### config.mk
export PLATFORM = sky130hd
export DESIGN_NAME = spi_port_master
export DESIGN_NICKNAME = d
export VERILOG_FILES = /design/src/rtl/spi_port_pkg.sv /design/src/rtl/spi_port_decode.sv /design/src/rtl/spi_burst_seq.sv /design/src/rtl/spi_shift_path.sv /design/src/rtl/spi_port_master.sv
export SDC_FILE = /design/constraint.sdc
export NUM_CORES = 1
export LEC_CHECK = 0
export ABC_AREA = 1
export BUFFER_PORTS_ARGS = -buffer_cell sky130_fd_sc_hd__clkbuf_2
export CORE_ASPECT_RATIO = 0.7
export CORE_UTILIZATION = 47
export CTS_CLUSTER_DIAMETER = 40
export DETAILED_ROUTE_END_ITERATION = 6
export GPL_TIMING_DRIVEN = 0
export PLACE_DENSITY = 0.69
export REMOVE_ABC_BUFFERS = 1
export SYNTH_ARGS = -nofsm -noshare
export SYNTH_HDL_FRONTEND = slang
export SYNTH_SLANG_ARGS = --single-unit
### constraint.sdc
create_clock -name clk -period 2.3 [get_ports clk]
set_clock_uncertainty 0.1 [all_clocks]
set_input_delay 0.46 -clock clk [delete_from_list [all_inputs] [get_ports clk]]
set_output_delay 0.46 -clock clk [all_outputs]
set_load 0.05 [all_outputs]
### src/rtl/spi_port_pkg.sv
package spi_port_pkg;
  localparam int unsigned BURST_BITS = 8;

  typedef struct packed {
    logic rise;
    logic fall;
  } sck_evt_t;

  function automatic int unsigned burst_cycles(int unsigned half_div);
    return 2 * BURST_BITS * half_div;
  endfunction

  function automatic logic port_match(logic [7:0] port, logic [7:0] id);
    return port == id;
  endfunction
endpackage

### src/rtl/spi_port_decode.sv
module spi_port_decode #(
  parameter int unsigned PORT_W  = 3,
  parameter int unsigned PORT_ID = 6
) (
  input  logic [PORT_W-1:0] bus_port,
  input  logic              bus_wr,
  input  logic              bus_rd,
  input  logic              late_strobe,
  input  logic              mem_read_n,
  output logic              load_req,
  output logic              rd_hit
);
  import spi_port_pkg::*;
  logic sel;
  assign sel      = port_match(8'(bus_port), 8'(PORT_ID));
  assign load_req = bus_wr & late_strobe & mem_read_n & sel;
  assign rd_hit   = bus_rd & sel;
endmodule

### src/rtl/spi_burst_seq.sv
module spi_burst_seq #(
  parameter int unsigned HALF_DIV = 25
) (
  input  logic                  clk,
  input  logic                  rst_n,
  input  logic                  load_req,
  output logic                  load_go,
  output logic                  busy,
  output logic                  sck,
  output logic                  sck_n,
  output spi_port_pkg::sck_evt_t evt
);
  import spi_port_pkg::*;
  localparam int unsigned DIV_W = (HALF_DIV > 1) ? $clog2(HALF_DIV) : 1;
  localparam int unsigned BIT_W = $clog2(BURST_BITS + 1);

  logic [DIV_W-1:0] div_cnt;
  logic [BIT_W-1:0] bit_cnt;
  logic             tick;
  logic             last_fall;

  always_comb begin
    tick      = busy && (div_cnt == DIV_W'(HALF_DIV - 1));
    evt.rise  = tick & ~sck;
    evt.fall  = tick & sck;
    last_fall = evt.fall && (bit_cnt == BIT_W'(BURST_BITS - 1));
    load_go   = load_req & ~busy;
  end

  always_ff @(posedge clk or negedge rst_n) begin
    if (!rst_n) begin
      busy    <= 1'b0;
      sck     <= 1'b0;
      div_cnt <= '0;
      bit_cnt <= '0;
    end else if (load_go) begin
      busy    <= 1'b1;
      sck     <= 1'b0;
      div_cnt <= '0;
      bit_cnt <= '0;
    end else if (busy) begin
      div_cnt <= tick ? '0 : div_cnt + 1'b1;
      if (evt.rise) sck <= 1'b1;
      if (evt.fall) begin
        sck     <= 1'b0;
        bit_cnt <= bit_cnt + 1'b1;
      end
      if (last_fall) busy <= 1'b0;
    end
  end

  assign sck_n = ~sck;

  // serial clock low whenever no burst runs
  a_r3_sck_idle_low: assert property (@(posedge clk) disable iff (!rst_n)
    !busy |-> !sck);
  // a burst ends on a falling serial clock edge
  a_r3_end_on_fall: assert property (@(posedge clk) disable iff (!rst_n)
    $fell(busy) |-> $fell(sck));
  // an accepted load makes the block busy
  a_r1_load_busy: assert property (@(posedge clk) disable iff (!rst_n)
    load_go |=> busy);
endmodule

### src/rtl/spi_shift_path.sv
module spi_shift_path (
  input  logic                   clk,
  input  logic                   rst_n,
  input  logic                   load_go,
  input  logic [7:0]             tx_byte,
  input  spi_port_pkg::sck_evt_t evt,
  input  logic                   miso,
  output logic                   mosi,
  output logic [7:0]             hold
);
  import spi_port_pkg::*;
  logic [BURST_BITS-1:0] tx_sh;
  logic [BURST_BITS-1:0] rx_sh;

  always_ff @(posedge clk or negedge rst_n) begin
    if (!rst_n) begin
      tx_sh <= '0;
      rx_sh <= '0;
      hold  <= '0;
    end else begin
      if (load_go)       tx_sh <= tx_byte;
      else if (evt.fall) tx_sh <= {tx_sh[BURST_BITS-2:0], 1'b0};
      if (evt.rise)      rx_sh <= {rx_sh[BURST_BITS-2:0], miso};
      if (evt.fall)      hold  <= rx_sh;
    end
  end

  assign mosi = tx_sh[BURST_BITS-1];

  // data out does not move on a rising serial clock edge
  a_r5_mosi_steady_on_rise: assert property (@(posedge clk) disable iff (!rst_n)
    evt.rise |=> $stable(mosi));
endmodule

### src/rtl/spi_port_master.sv
module spi_port_master #(
  parameter int unsigned PORT_W   = 3,
  parameter int unsigned PORT_ID  = 6,
  parameter int unsigned HALF_DIV = 25
) (
  input  logic              clk,
  input  logic              rst_n,
  input  logic [PORT_W-1:0] bus_port,
  input  logic [7:0]        bus_wdata,
  input  logic              bus_wr,
  input  logic              bus_rd,
  input  logic              late_strobe,
  input  logic              mem_read_n,
  input  logic              miso,
  output logic [7:0]        bus_rdata,
  output logic              xfer_busy,
  output logic              sck,
  output logic              sck_n,
  output logic              mosi
);
  import spi_port_pkg::*;

  logic     load_req;
  logic     rd_hit;
  logic     load_go;
  sck_evt_t evt;
  logic [7:0] hold;

  spi_port_decode #(.PORT_W(PORT_W), .PORT_ID(PORT_ID)) u_decode (
    .bus_port(bus_port), .bus_wr(bus_wr), .bus_rd(bus_rd),
    .late_strobe(late_strobe), .mem_read_n(mem_read_n),
    .load_req(load_req), .rd_hit(rd_hit)
  );

  spi_burst_seq #(.HALF_DIV(HALF_DIV)) u_seq (
    .clk(clk), .rst_n(rst_n), .load_req(load_req), .load_go(load_go),
    .busy(xfer_busy), .sck(sck), .sck_n(sck_n), .evt(evt)
  );

  spi_shift_path u_path (
    .clk(clk), .rst_n(rst_n), .load_go(load_go), .tx_byte(bus_wdata),
    .evt(evt), .miso(miso), .mosi(mosi), .hold(hold)
  );

  assign bus_rdata = rd_hit ? hold : 8'h00;

  // storage register does not change while idle
  a_r10_hold_idle: assert property (@(posedge clk) disable iff (!rst_n)
    (!xfer_busy && $past(!xfer_busy)) |-> $stable(hold));
  // a write during a burst does not disturb the bit on the wire
  a_r9_busy_write_ignored: assert property (@(posedge clk) disable iff (!rst_n)
    (xfer_busy && load_req && !evt.fall) |=> $stable(mosi));
endmodule

# --- After elaboration in Yosys (flattened, before gate mapping) ---
# Cells that the tools add are included.
op_classes:
  add_sub_neg: 2
  n_eq_ne: 3
  n_mux: 16
  bitwise: 9
  reduce_logical: 7
ops:
  columns: ["operator", "count"]
  rows:
  - ["2-to-1 mux 8 bit", 3]
  - ["2-to-1 mux 5 bit", 3]
  - ["2-to-1 mux 4 bit", 3]
  - ["AND 1 bit", 7]
  - ["2-to-1 mux 1 bit", 7]
  - ["adder 5 x 1 -> 5 bit, second input constant", 1]
  - ["== test 5 bit, second input constant", 1]
  - ["adder 4 x 1 -> 4 bit, second input constant", 1]
  - ["== test 4 x 3 -> 1 bit, second input constant", 1]
  - ["AND reduction 2 bit", 2]
  - ["nonzero test 2 bit", 2]
  - ["== test 3 bit, second input constant", 1]
  - ["nonzero test 3 bit", 1]
  - ["logical AND 1 bit", 2]
  - ["NOT 1 bit", 2]
totals:
  reg_bits: 35
  input_bits: 18
  output_inout_bits: 12

# --- Longest topological paths before layout ---
# Gate-level depths: netlist (run 1).
depth:
  depth_word: 7
  depth_mapped: 10
  mapped_depth_nobuf: 9

# --- Hierarchy ---
# Synthesis (run 1) repeated with hierarchy kept, for this count alone.
unflattened:
  hier_cells: 218
  hier_area_um2: 1725.4
by_module_without_submodules:
  columns: ["module", "n_inst", "cells_each", "area_per_inst_um2", "seq_area_each_um2"]
  rows:
  - ["spi_shift_path", 1, 116, 1004.7, 600.6]
  - ["spi_burst_seq", 1, 79, 625.6, 275.3]
  - ["spi_port_master", 1, 17, 65.1, 0.0]
  - ["spi_port_decode", 1, 6, 30.0, 0.0]

# --- Worst setup path after synthesis (run 1) ---
# No wires, ideal clock.
synth_timing:
  kind: "input to output"
  start: "input port bus_port[1]"
  end: "output port bus_rdata[0]"
  arrival_time_ns: 1.423
  t_required_ns: 1.740
  path_slack_ns: 0.317
  stages: 4
  path_buffers: 0
  cell_sequence: "nand2_1 nor2_1 nand2_1 nor2_1"
synth_between:
  elab_chain_cells: 3
synth_lines:
  columns: ["item", "line_no", "rtl"]
  rows:
  - ["start, declared", "spi_port_master.sv:8", "input logic [PORT_W-1:0] bus_port,"]
  - ["== test 3 bit", "spi_port_pkg.sv:14", "return port == id;"]
  - ["AND 1 bit", "spi_port_decode.sv:17", "assign rd_hit = bus_rd & sel;"]
  - ["2-to-1 mux 8 bit", "spi_port_master.sv:45", "assign bus_rdata = rd_hit ? hold : 8'h00;"]
  - ["end, declared", "spi_port_master.sv:15", "output logic [7:0] bus_rdata,"]
# No other way between the ends.

# --- Worst setup path after layout (run 1) ---
layout_timing:
  start: "input port bus_port[1]"
  end: "output port bus_rdata[1]"
# The elaborated chain is that of the path after synthesis.

==> flow_summary.json, run 1 <==
{
  "final_cell_count_no_fill": 291,
  "multi_input_area_um2": 650.6,
  "grt_pass1_wl_mm": 5.237,
  "path_delay_family": "simple AND/OR/NAND/NOR gates",
  "synthArstFlopShare": 1.000,
  "die_w_um": 73.92,
  "synth-main-ff-cell": "dfrtp_1",
  "design_area_um2": 1983,
  "grt_max_degree": 36,
  "start_kind": "input pin",
  "antennaDiodeCount": 0,
  "htreeDepth": 2,
  "slew_headroom": 0.4307,
  "drc_errors": 0,
  "setup_ws_ns": 0.3624,
  "post_drt_wl_per_cell_um": 10.55,
  "cts_buffers": 5,
  "p_leak_nw": 1.021,
  "synthMuxAreaShare": 0,
  "peakVddDrop_mv": 0.4358,
  "via_per_inst": 4.515,
  "layout-drive-gt1-share": 0.1844,
  "nets": 264,
  "path_buf_inv": 2,
  "synth_top_area_share": 0.5147,
  "placed_area_um2": 1878,
  "p_per_area_nw_per_um2": 861.4,
  "fillCellCount": 318,
  "max_freq_mhz": 516.1,
  "synth-edff-count": 0,
  "critical_path_class": "in -> out",
  "synth.cells.most_frequent": "nand2_1, inv_1, dfrtp_1",
  "ios": 30,
  "status": "completed",
  "dp_slack_ns": 0.06731,
  "ctsHoldBuffers": 0,
  "min_path_type": "in -> async",
  "reg2reg_to": "u_seq.bit_cnt[2]",
  "io_buffers": 29,
  "max_stage_delay_ns": 0.29,
  "cts_max_path_buffers": 2,
  "worst-r2r-cell-count": 9,
  "drv_slew": 0,
  "ys_ff_latch": 35,
  "ys_warn_count": 0,
  "start_util": 0.5161,
  "cap_violations": 0,
  "clock_latency_ns": 0.29,
  "fin_crit_ns": 1.938,
  "num_rows": 17,
  "yosys-top-cells-area": "dfrtp_1, nand2_1, inv_1",
  "p_total_mw": 1.708,
  "gp_congestion": 0.7184,
  "dieArea_um2": 3869,
  "finalCritPeriodShare": 0.8424,
  "drt-initial-drc-count": 41,
  "path_cells": "clkbuf_2 > nand2_1 > nor2_1 > nand2_1 > nor2_1 > clkbuf_2",
  "cp-end-kind": "primary output",
  "synth-xor-area-share": 0.02059,
  "synth_top_family_by_area": "simple AND/OR/NAND/NOR gates",
  "synthSimpleGateAreaFrac": 0.2684,
  "dp_cells": 283,
  "slowest_stage": "clkbuf_2",
  "rsz0062_at_grt": "no",
  "setup_viol": 0,
  "vias": 1314,
  "synth_fa_ha_area_frac": 0.02206,
  "avgSynthCellArea_um2": 8.065,
  "grt_overflow": 0,
  "synth_compound_area_frac": 0.06838,
  "grt_pass1_vias": 1176,
  "die_h_um": 52.34,
  "cts.sinks": 35,
  "synth_area_leader_cell": "dfrtp_1",
  "routed_wl_mm": 3.069,
  "cts_tree": "yes",
  "synth.distinct_cells": 23,
  "ff2ff_setup_slack_ns": 0.41,
  "fin_setup_tns_ns": 0,
  "core_um2": 3297,
  "dp_hpwl_mm": 2.143,
  "clk_pin_slew_ns": 0.06,
  "seq_area_um2": 875.8,
  "hold_viol": 0,
  "tightestPinTransition_ns": 0.8539,
  "root_buffer": "clkbuf_8",
  "synthesis.area_um2": 1702,
  "syn2layout_area_growth_pct": 16.54,
  "fin_hold_ws_ns": 0.1725,
  "post-route-util": 0.6015,
  "antenna_found_initial": 0,
  "syn_inst": 211,
  "ant_nets": 0,
  "yosysMostFrequentCell": "nand2_1",
  "arrival_ns": 1.38,
  "worst_ep_required_time_ns": 1.74,
  "dr.pass1.iters": 4,
  "r2r-start": "u_seq.div_cnt[0]",
  "grt_usage": 0.1911,
  "critical_path.max_fanout": 8,
  "ys_seq_area_frac": 0.5147
}
-- repair_timing --
| action | CTS | global route |
|---|---|---|
| endpoints found under the setup margin | 0 | 16 |
| gates resized for setup | 0 | 1 |
| setup buffers | 0 | 0 |
-- worst max-delay path by stage --
| stage | start | to | slack (ns) | cells past startpoint |
|---|---|---|---|---|
| 2_1_floorplan | u_seq.busy | u_path.tx_sh[7] | 0.19 | 7 |
| 3_3_place_gp | u_seq.div_cnt[0] | u_seq.bit_cnt[3] | 0.09 | 9 |
| 3_5_place_dp | u_seq.div_cnt[0] | u_seq.bit_cnt[2] | 0.07 | 9 |
| 4_1_cts | u_seq.div_cnt[0] | u_seq.bit_cnt[1] | 0.06 | 9 |
| 5_1_grt | u_seq.div_cnt[0] | u_seq.bit_cnt[1] | 0.19 | 9 |
| 6_report | bus_port[1] | bus_rdata[1] | 0.36 | 6 |
-- sequential cells by signal, summed over array words and instances, names as in the netlist --
name	flops
u_path.rx_sh	8
u_path.hold	8
u_seq.sck	1
u_seq.busy	1
u_seq.div_cnt	5
u_seq.bit_cnt	4
u_path.tx_sh	8
-- cell usage in the layout (no fill, tap or decap) --
| cell | Yosys | final |
|---|---|---|
| a21oi_1 | 1 | 1 |
| clkbuf_1 | 1 | 1 |
| clkbuf_2 | 0 | 29 |
| clkbuf_8 | 0 | 7 |
| dfrtp_1 | 35 | 35 |
| ha_1 | 3 | 3 |
| inv_1 | 37 | 37 |
| inv_2 | 2 | 2 |
| inv_4 | 1 | 1 |
| nand2_1 | 57 | 57 |
| nand2_2 | 1 | 1 |
| nand2_8 | 1 | 1 |
| nand3_1 | 26 | 25 |
| nand3_2 | 0 | 1 |
| nand4_1 | 2 | 2 |
| nor2_1 | 12 | 12 |
| nor2_2 | 1 | 1 |
| nor2_4 | 2 | 2 |
| o21ai_0 | 19 | 19 |
| o21ai_1 | 2 | 2 |
| o22ai_1 | 1 | 1 |
| xnor2_1 | 1 | 1 |
| xor2_1 | 3 | 3 |
-- logic make-up after synthesis --
group | count (synthesis)
AND/OR/NAND/NOR | 102
buffers and inverters | 44
flip-flops | 35
AO/OA/AOI/OAI | 23
XOR/XNOR | 4
adder cells (fa/ha/maj) | 3
-- layout make-up --
| class | count | share of cell area |
|---|---|---|
| Timing Repair Buffer | 29 | 0.07319 |
| Sequential cell | 35 | 0.4416 |
| Clock buffer | 8 | 0.05047 |
| Tap cell | 47 | 0.02965 |
| Inverter | 40 | 0.07697 |
| Multi-Input combinational cell | 132 | 0.3281 |
-- metal layers --
metal	wire, um	track usage	vias up	share of wire
met2	1192	0.2727	21	0.39
met4	34	0.07692	0	0.011
met5	0	0	-	0
li1	-	-	715	-
met1	1686	0.2596	572	0.55
met3	155	0.07308	6	0.051
-- where the power goes --
group	internal [mW]	switching [mW]	total (mW)
registers	0.729	0.101	0.831
logic	0.131	0.259	0.390
clock network	0.273	0.214	0.487
total	1.13	0.574	1.71
Power figures use the tool's default switching activity.
==> run 2, diff against run 1 <==
--- a/config.mk
+++ b/config.mk
@@ -12,7 +12,7 @@
 export CTS_CLUSTER_DIAMETER = 40
 export DETAILED_ROUTE_END_ITERATION = 6
 export GPL_TIMING_DRIVEN = 0
-export PLACE_DENSITY = 0.69
+export PLACE_DENSITY = 0.72
 export REMOVE_ABC_BUFFERS = 1
 export SYNTH_ARGS = -nofsm -noshare
 export SYNTH_HDL_FRONTEND = slang
==> constraint.sdc (replaced) <==
create_clock -name clk -period 1.6 [get_ports clk]
set_clock_uncertainty 0.1 [all_clocks]
set_input_delay 0.32 -clock clk [delete_from_list [all_inputs] [get_ports clk]]
set_output_delay 0.32 -clock clk [all_outputs]
set_load 0.05 [all_outputs]
==> flow_summary.json, run 2 (synthesis results as in run 1) <==
{
  "post-route-util": 0.6471,
  "start_util": 0.5161,
  "post_drt_wl_per_cell_um": 11.38,
  "layout_commonest_cell": "nand2_1",
  "p_per_area_nw_per_um2": 1164,
  "max_stage_delay_ns": 0.43,
  "min_path_type": "in -> async",
  "ff2ff_setup_slack_ns": 0.03,
  "routed_wl_mm": 3.426,
  "path_delay_family": "flip-flops",
  "io_buffers": 29,
  "cap_violations": 0,
  "cts_buffers": 5,
  "grt_pass1_wl_mm": 5.699,
  "gp_congestion": 0.7395,
  "die_w_um": 73.92,
  "clk_pin_slew_ns": 0.07,
  "via_per_inst": 4.671,
  "dr.pass1.iters": 4,
  "p_clk_frac": 0.244,
  "ant_nets": 0,
  "tightestPinTransition_ns": 0.8488,
  "grt_overflow": 0,
  "htreeDepth": 2,
  "final_cell_mix": "nand2_1, inv_1, dfrtp_1, nand3_1, clkbuf_2",
  "setup_viol": 0,
  "syn2layout_area_growth_pct": 25.37,
  "status": "completed",
  "root_buffer": "clkbuf_8",
  "cp-end-kind": "flip-flop",
  "dp_cells": 283,
  "internal_power_mw": 1.584,
  "path_buf_inv": 3,
  "cts_tree": "yes",
  "max_freq_mhz": 635.6,
  "slew_headroom": 0.4341,
  "rsz0062_at_grt": "yes",
  "critical_path_class": "reg -> reg",
  "num_rows": 17,
  "dp_hpwl_mm": 2.232,
  "vias": 1406,
  "drc_errors": 0,
  "ios": 30,
  "cts.sinks": 35,
  "clock_latency_ns": 0.28,
  "arrival_ns": 1.64,
  "dp_slack_ns": -0.6516,
  "grt_pass1_vias": 1230,
  "critical_path.max_fanout": 7,
  "grt_usage": 0.2036,
  "antennaDiodeCount": 0,
  "core_um2": 3297,
  "grt_max_degree": 36,
  "nets": 274,
  "peakVddDrop_mv": 0.6642,
  "fin_crit_ns": 1.573,
  "start_kind": "flip-flop",
  "reg_top3": "u_path.hold x8, u_path.rx_sh x8, u_path.tx_sh x8",
  "final_cell_count_no_fill": 301,
  "seqPwrFrac": 0.492,
  "die_h_um": 52.34,
  "drv_slew": 0,
  "layout-drive-gt1-share": 0.2402,
  "worst_ep_required_time_ns": 1.67,
  "antenna_found_initial": 0,
  "switching_share": 0.3624,
  "hold_viol": 0,
  "cts_max_path_buffers": 2,
  "power.net_switching_mw": 0.9003,
  "dieArea_um2": 3869,
  "p_leak_nw": 1.070,
  "slowest_stage": "dfrtp_1",
  "finalCritPeriodShare": 0.9833,
  "setup_ws_ns": 0.02668,
  "p_comb_frac": 0.264,
  "path_cells": "inv_1 > ha_1 > inv_2 > nor2_4 > nand3_4 > buf_4 > nand2_1 > o21ai_0",
  "drt-initial-drc-count": 85
}
## run 2: cell count changes in the layout (fill, tap and decap cells not counted), sizes merged
cell / before / now
clkbuf: 37 / 35
clkinv: 0 / 1
nand3: 26 / 27
buf: 0 / 10
## run 2: final cells by class
type / instances / area, um2
clock inverters: 1 / 5.005
fillers: 290 / 1164
flip-flops and latches: 35 / 877.1
repair buffers: 38 / 255.2
well taps: 47 / 58.81
inverters: 40 / 155.1
clock buffers: 7 / 76.32
multi-input cells: 133 / 705.7
## run 2: what timing repair did
| action | CTS | global route |
|---|---|---|
| resized for setup | 13 | 16 |
| setup endpoints to repair | 30 | 33 |
| buffers inserted | 5 | 4 |
| hold buffers | 0 | 0 |
| gates cloned | 1 | 0 |
| pin swaps | 3 | 3 |
## run 2: power groups by stage
| stage | combinational [mW] | clock, mW | sequential [mW] |
|---|---|---|---|
| 4_1_cts | 0.622 | 0.619 | 1.21 |
| 5_1_grt | 0.735 | 0.669 | 1.24 |
| 6_report | 0.656 | 0.606 | 1.22 |
| 2_1_floorplan | 0.346 | 0 | 1.27 |
| 3_5_place_dp | 0.571 | 0 | 1.21 |
| 3_3_place_gp | 0.557 | 0 | 1.20 |
## run 2: path summary, 6_finish.rpt
kind,startpoint,cells past startpoint,end
max,u_seq.div_cnt[0],8,u_path.hold[7]
min,rst_n,1,u_path.hold[7]
max reg2reg,u_seq.div_cnt[0],8,u_path.hold[7]
min reg2reg,u_path.tx_sh[0],2,u_path.tx_sh[0]
max in group asynchronous,rst_n,1,u_seq.sck
min in group clk,miso,3,u_path.rx_sh[0]
## run 2: metal layers
layer | wire length [um] | vias up | track usage | part of all wire
li1 | - | 737 | - | -
met1 | 1830 | 631 | 0.2924 | 0.53
met2 | 1383 | 31 | 0.2879 | 0.40
met3 | 161 | 7 | 0.05962 | 0.047
met4 | 50 | 0 | 0.07692 | 0.015
met5 | 0 | - | 0 | 0
## run 2: stage by stage
| stage | total power, mW | hold slack [ns] | TNS (ns) | cell area [um2] |
|---|---|---|---|---|
| floorplan | 1.611 | -0.07559 | -10.26 | 1674 |
| global placement | 1.760 | 0.3584 | -11.64 | 1878 |
| detailed placement | 1.781 | 0.3659 | -13.03 | 1878 |
| CTS | 2.454 | 0.06241 | 0 | 2068 |
| global route | 2.641 | 0.09604 | -0.2603 | 2133 |
| finish | 2.484 | 0.02672 | 0 | 2133 |
==> run 3, diff against run 2 <==
--- a/config.mk
+++ b/config.mk
@@ -5,14 +5,13 @@
 export SDC_FILE = /design/constraint.sdc
 export NUM_CORES = 1
 export LEC_CHECK = 0
-export ABC_AREA = 1
 export BUFFER_PORTS_ARGS = -buffer_cell sky130_fd_sc_hd__clkbuf_2
 export CORE_ASPECT_RATIO = 0.7
 export CORE_UTILIZATION = 47
 export CTS_CLUSTER_DIAMETER = 40
 export DETAILED_ROUTE_END_ITERATION = 6
 export GPL_TIMING_DRIVEN = 0
-export PLACE_DENSITY = 0.72
+export PLACE_DENSITY = 0.71
 export REMOVE_ABC_BUFFERS = 1
 export SYNTH_ARGS = -nofsm -noshare
 export SYNTH_HDL_FRONTEND = slang
==> constraint.sdc (replaced) <==
create_clock -name clk -period 1.6 [get_ports clk]
set_clock_uncertainty 0.1 [all_clocks]
set_input_delay 0.32 -clock clk [delete_from_list [all_inputs] [get_ports clk]]
set_output_delay 0.32 -clock clk [all_outputs]
set_load 0.02 [all_outputs]
==> flow_summary.json, run 3 <==
{
  "ys_seq_area_frac": 0.5076,
  "avgSynthCellArea_um2": 10.92,
  "final_cell_mix": "dfrtp_1, clkbuf_2, mux2_4, inv_1, buf_4",
  "reg_top3": "u_path.hold x8, u_path.rx_sh x8, u_path.tx_sh x8",
  "io_buffers": 29,
  "grt_overflow": 0,
  "max_freq_mhz": 571.2,
  "cts.sinks": 35,
  "dp_cells": 230,
  "synth.cells.most_frequent": "dfrtp_1, mux2_2, inv_1",
  "arrival_ns": 1.89,
  "dp_hpwl_mm": 2.276,
  "status": "complete, but fails checks",
  "layout-drive-gt1-share": 0.4976,
  "path_delay_family": "simple AND/OR/NAND/NOR gates",
  "yosysMostFrequentCell": "dfrtp_1",
  "ctsHoldBuffers": 0,
  "synth.distinct_cells": 35,
  "nets": 225,
  "use_met1": 0.2946,
  "critical_path_class": "reg -> reg",
  "htreeDepth": 2,
  "ys_ff_latch": 35,
  "path_cells": "inv_2 > ha_4 > nand4b_4 > buf_4 > buf_6 > or3_1 > a21oi_2",
  "finalCritPeriodShare": 1.094,
  "synth-main-ff-cell": "dfrtp_1",
  "grt_usage": 0.2294,
  "worst_ep_required_time_ns": 1.74,
  "clock_latency_ns": 0.30,
  "final_cell_count_no_fill": 255,
  "critical_path.max_fanout": 5,
  "ys_warn_count": 0,
  "core_um2": 3513,
  "tightestPinTransition_ns": 0.8690,
  "drt-initial-drc-count": 170,
  "violations": "negative setup slack",
  "drc_errors": 0,
  "cts_tree": "yes",
  "start_kind": "flip-flop",
  "grt_pass1_wl_mm": 6.492,
  "routed_wl_mm": 4.373,
  "cp-end-kind": "flip-flop",
  "setup_viol": 36,
  "root_buffer": "clkbuf_8",
  "cts_buffers": 5,
  "fin_hold_ws_ns": 0.01887,
  "grtUsageMet2": 0.3679,
  "synth_area_leader_cell": "dfrtp_1",
  "grt_max_degree": 36,
  "fin_crit_ns": 1.751,
  "antenna_found_initial": 0,
  "p_leak_nw": 1.145,
  "hold_viol": 0,
  "gp_congestion": 0.7954,
  "ios": 30,
  "layout_commonest_cell": "dfrtp_1",
  "p_per_area_nw_per_um2": 1371,
  "die_w_um": 74.42,
  "dr.pass1.iters": 4,
  "synth-edff-count": 0,
  "antennaDiodeCount": 0,
  "cap_violations": 0,
  "grt_pass1_vias": 1365,
  "num_rows": 18,
  "vias": 1432,
  "synth_top_area_share": 0.5076,
  "setup_ws_ns": -0.1507,
  "path_buf_inv": 3,
  "max_stage_delay_ns": 0.41,
  "slowest_stage": "dfrtp_1",
  "drv_slew": 0,
  "dieArea_um2": 3922,
  "fin_setup_tns_ns": -2.707,
  "top_usage_layer": "met2",
  "via_per_inst": 5.616,
  "clk_pin_slew_ns": 0.09,
  "syn2layout_area_growth_pct": 43.22,
  "synthesis.area_um2": 1725,
  "slew_headroom": 0.4206,
  "use_met3": 0.06538,
  "rsz0062_at_grt": "yes",
  "start_util": 0.4911,
  "peakVddDrop_mv": 0.7954,
  "yosys-top-cells-area": "dfrtp_1, mux2_2, nor3_1",
  "synthArstFlopShare": 1.000,
  "syn_inst": 158,
  "die_h_um": 52.70,
  "ant_nets": 0,
  "min_path_type": "in -> async",
  "post_drt_wl_per_cell_um": 17.15,
  "cts_max_path_buffers": 2
}
-- run 3: per-stage QoR --
step                      area (um2)  power, mW  worst slack (ns)    util
after floorplan                 1693      1.824           -0.2107       -
after global placement          1901      2.014           -0.5088  0.5410
after detailed placement        1901      2.054           -0.5858  0.5410
after CTS                       2337      3.225           -0.1083  0.6652
after global routing            2471      3.552           -0.2085  0.7033
final                           2471      3.388           -0.1507  0.7033
-- run 3: final timing paths --
kind | from | end | slack [ns] | cells after the start
max in group asynchronous | rst_n | u_seq.sck | 0.77 | 1
hold reg to reg | u_path.hold[4] | u_path.hold[4] | 0.42 | 1
hold / removal | rst_n | u_path.hold[4] | 0.02 | 1
setup / recovery | u_seq.div_cnt[0] | u_seq.bit_cnt[2] | -0.15 | 7
setup reg to reg | u_seq.div_cnt[0] | u_seq.bit_cnt[2] | -0.15 | 7
min in group clk | miso | u_path.rx_sh[0] | 0.17 | 2
-- run 3: kinds of logic (layout without fill, tap and decap cells) --
family | Yosys count | in the layout | synth area share
buf+inv | 21 | 68 | 0.04931
mux | 17 | 17 | 0.1102
fa+ha+maj | 3 | 3 | 0.02176
simple gates | 51 | 51 | 0.1922
flops | 35 | 35 | 0.5076
compound gates | 29 | 29 | 0.1088
xor+xnor | 2 | 2 | 0.01015
-- run 3: where the power goes --
group	switching [mW]	total [mW]	internal (mW)
Combinational	0.543	1.05	0.505
Clock	0.347	0.969	0.622
Sequential	0.262	1.37	1.11
-- run 3: cell type report --
cell class	instances	area [um2]
Fill cell	234	1042
Multi-Input combinational cell	102	939.7
Sequential cell	35	878.3
Timing Repair Buffer	46	401.6
Clock buffer	5	68.82
Clock inverter	3	67.56
Tap cell	50	62.56
Inverter	14	52.55
-- run 3: repair_timing --
action                                  4_1_cts  5_1_grt
gates resized for setup                      48       30
setup buffers                                11        6
pin swaps                                     8       16
endpoints found under the setup margin       35       36
-- run 3: worst reg2reg max path: cells and delay by family, from the launching register on --
family | cells | cell delay, ns
AO/OA/AOI/OAI | 1 | 0.12
adder cells (fa/ha/maj) | 1 | 0.16
buffers and inverters | 3 | 0.39
flip-flops | 1 | 0.41
AND/OR/NAND/NOR | 2 | 0.53
-- run 3: routing by layer --
layer	vias up	share of wire
li1	660	-
met1	703	0.42
met2	59	0.50
met3	10	0.055
met4	0	0.025
met5	-	0
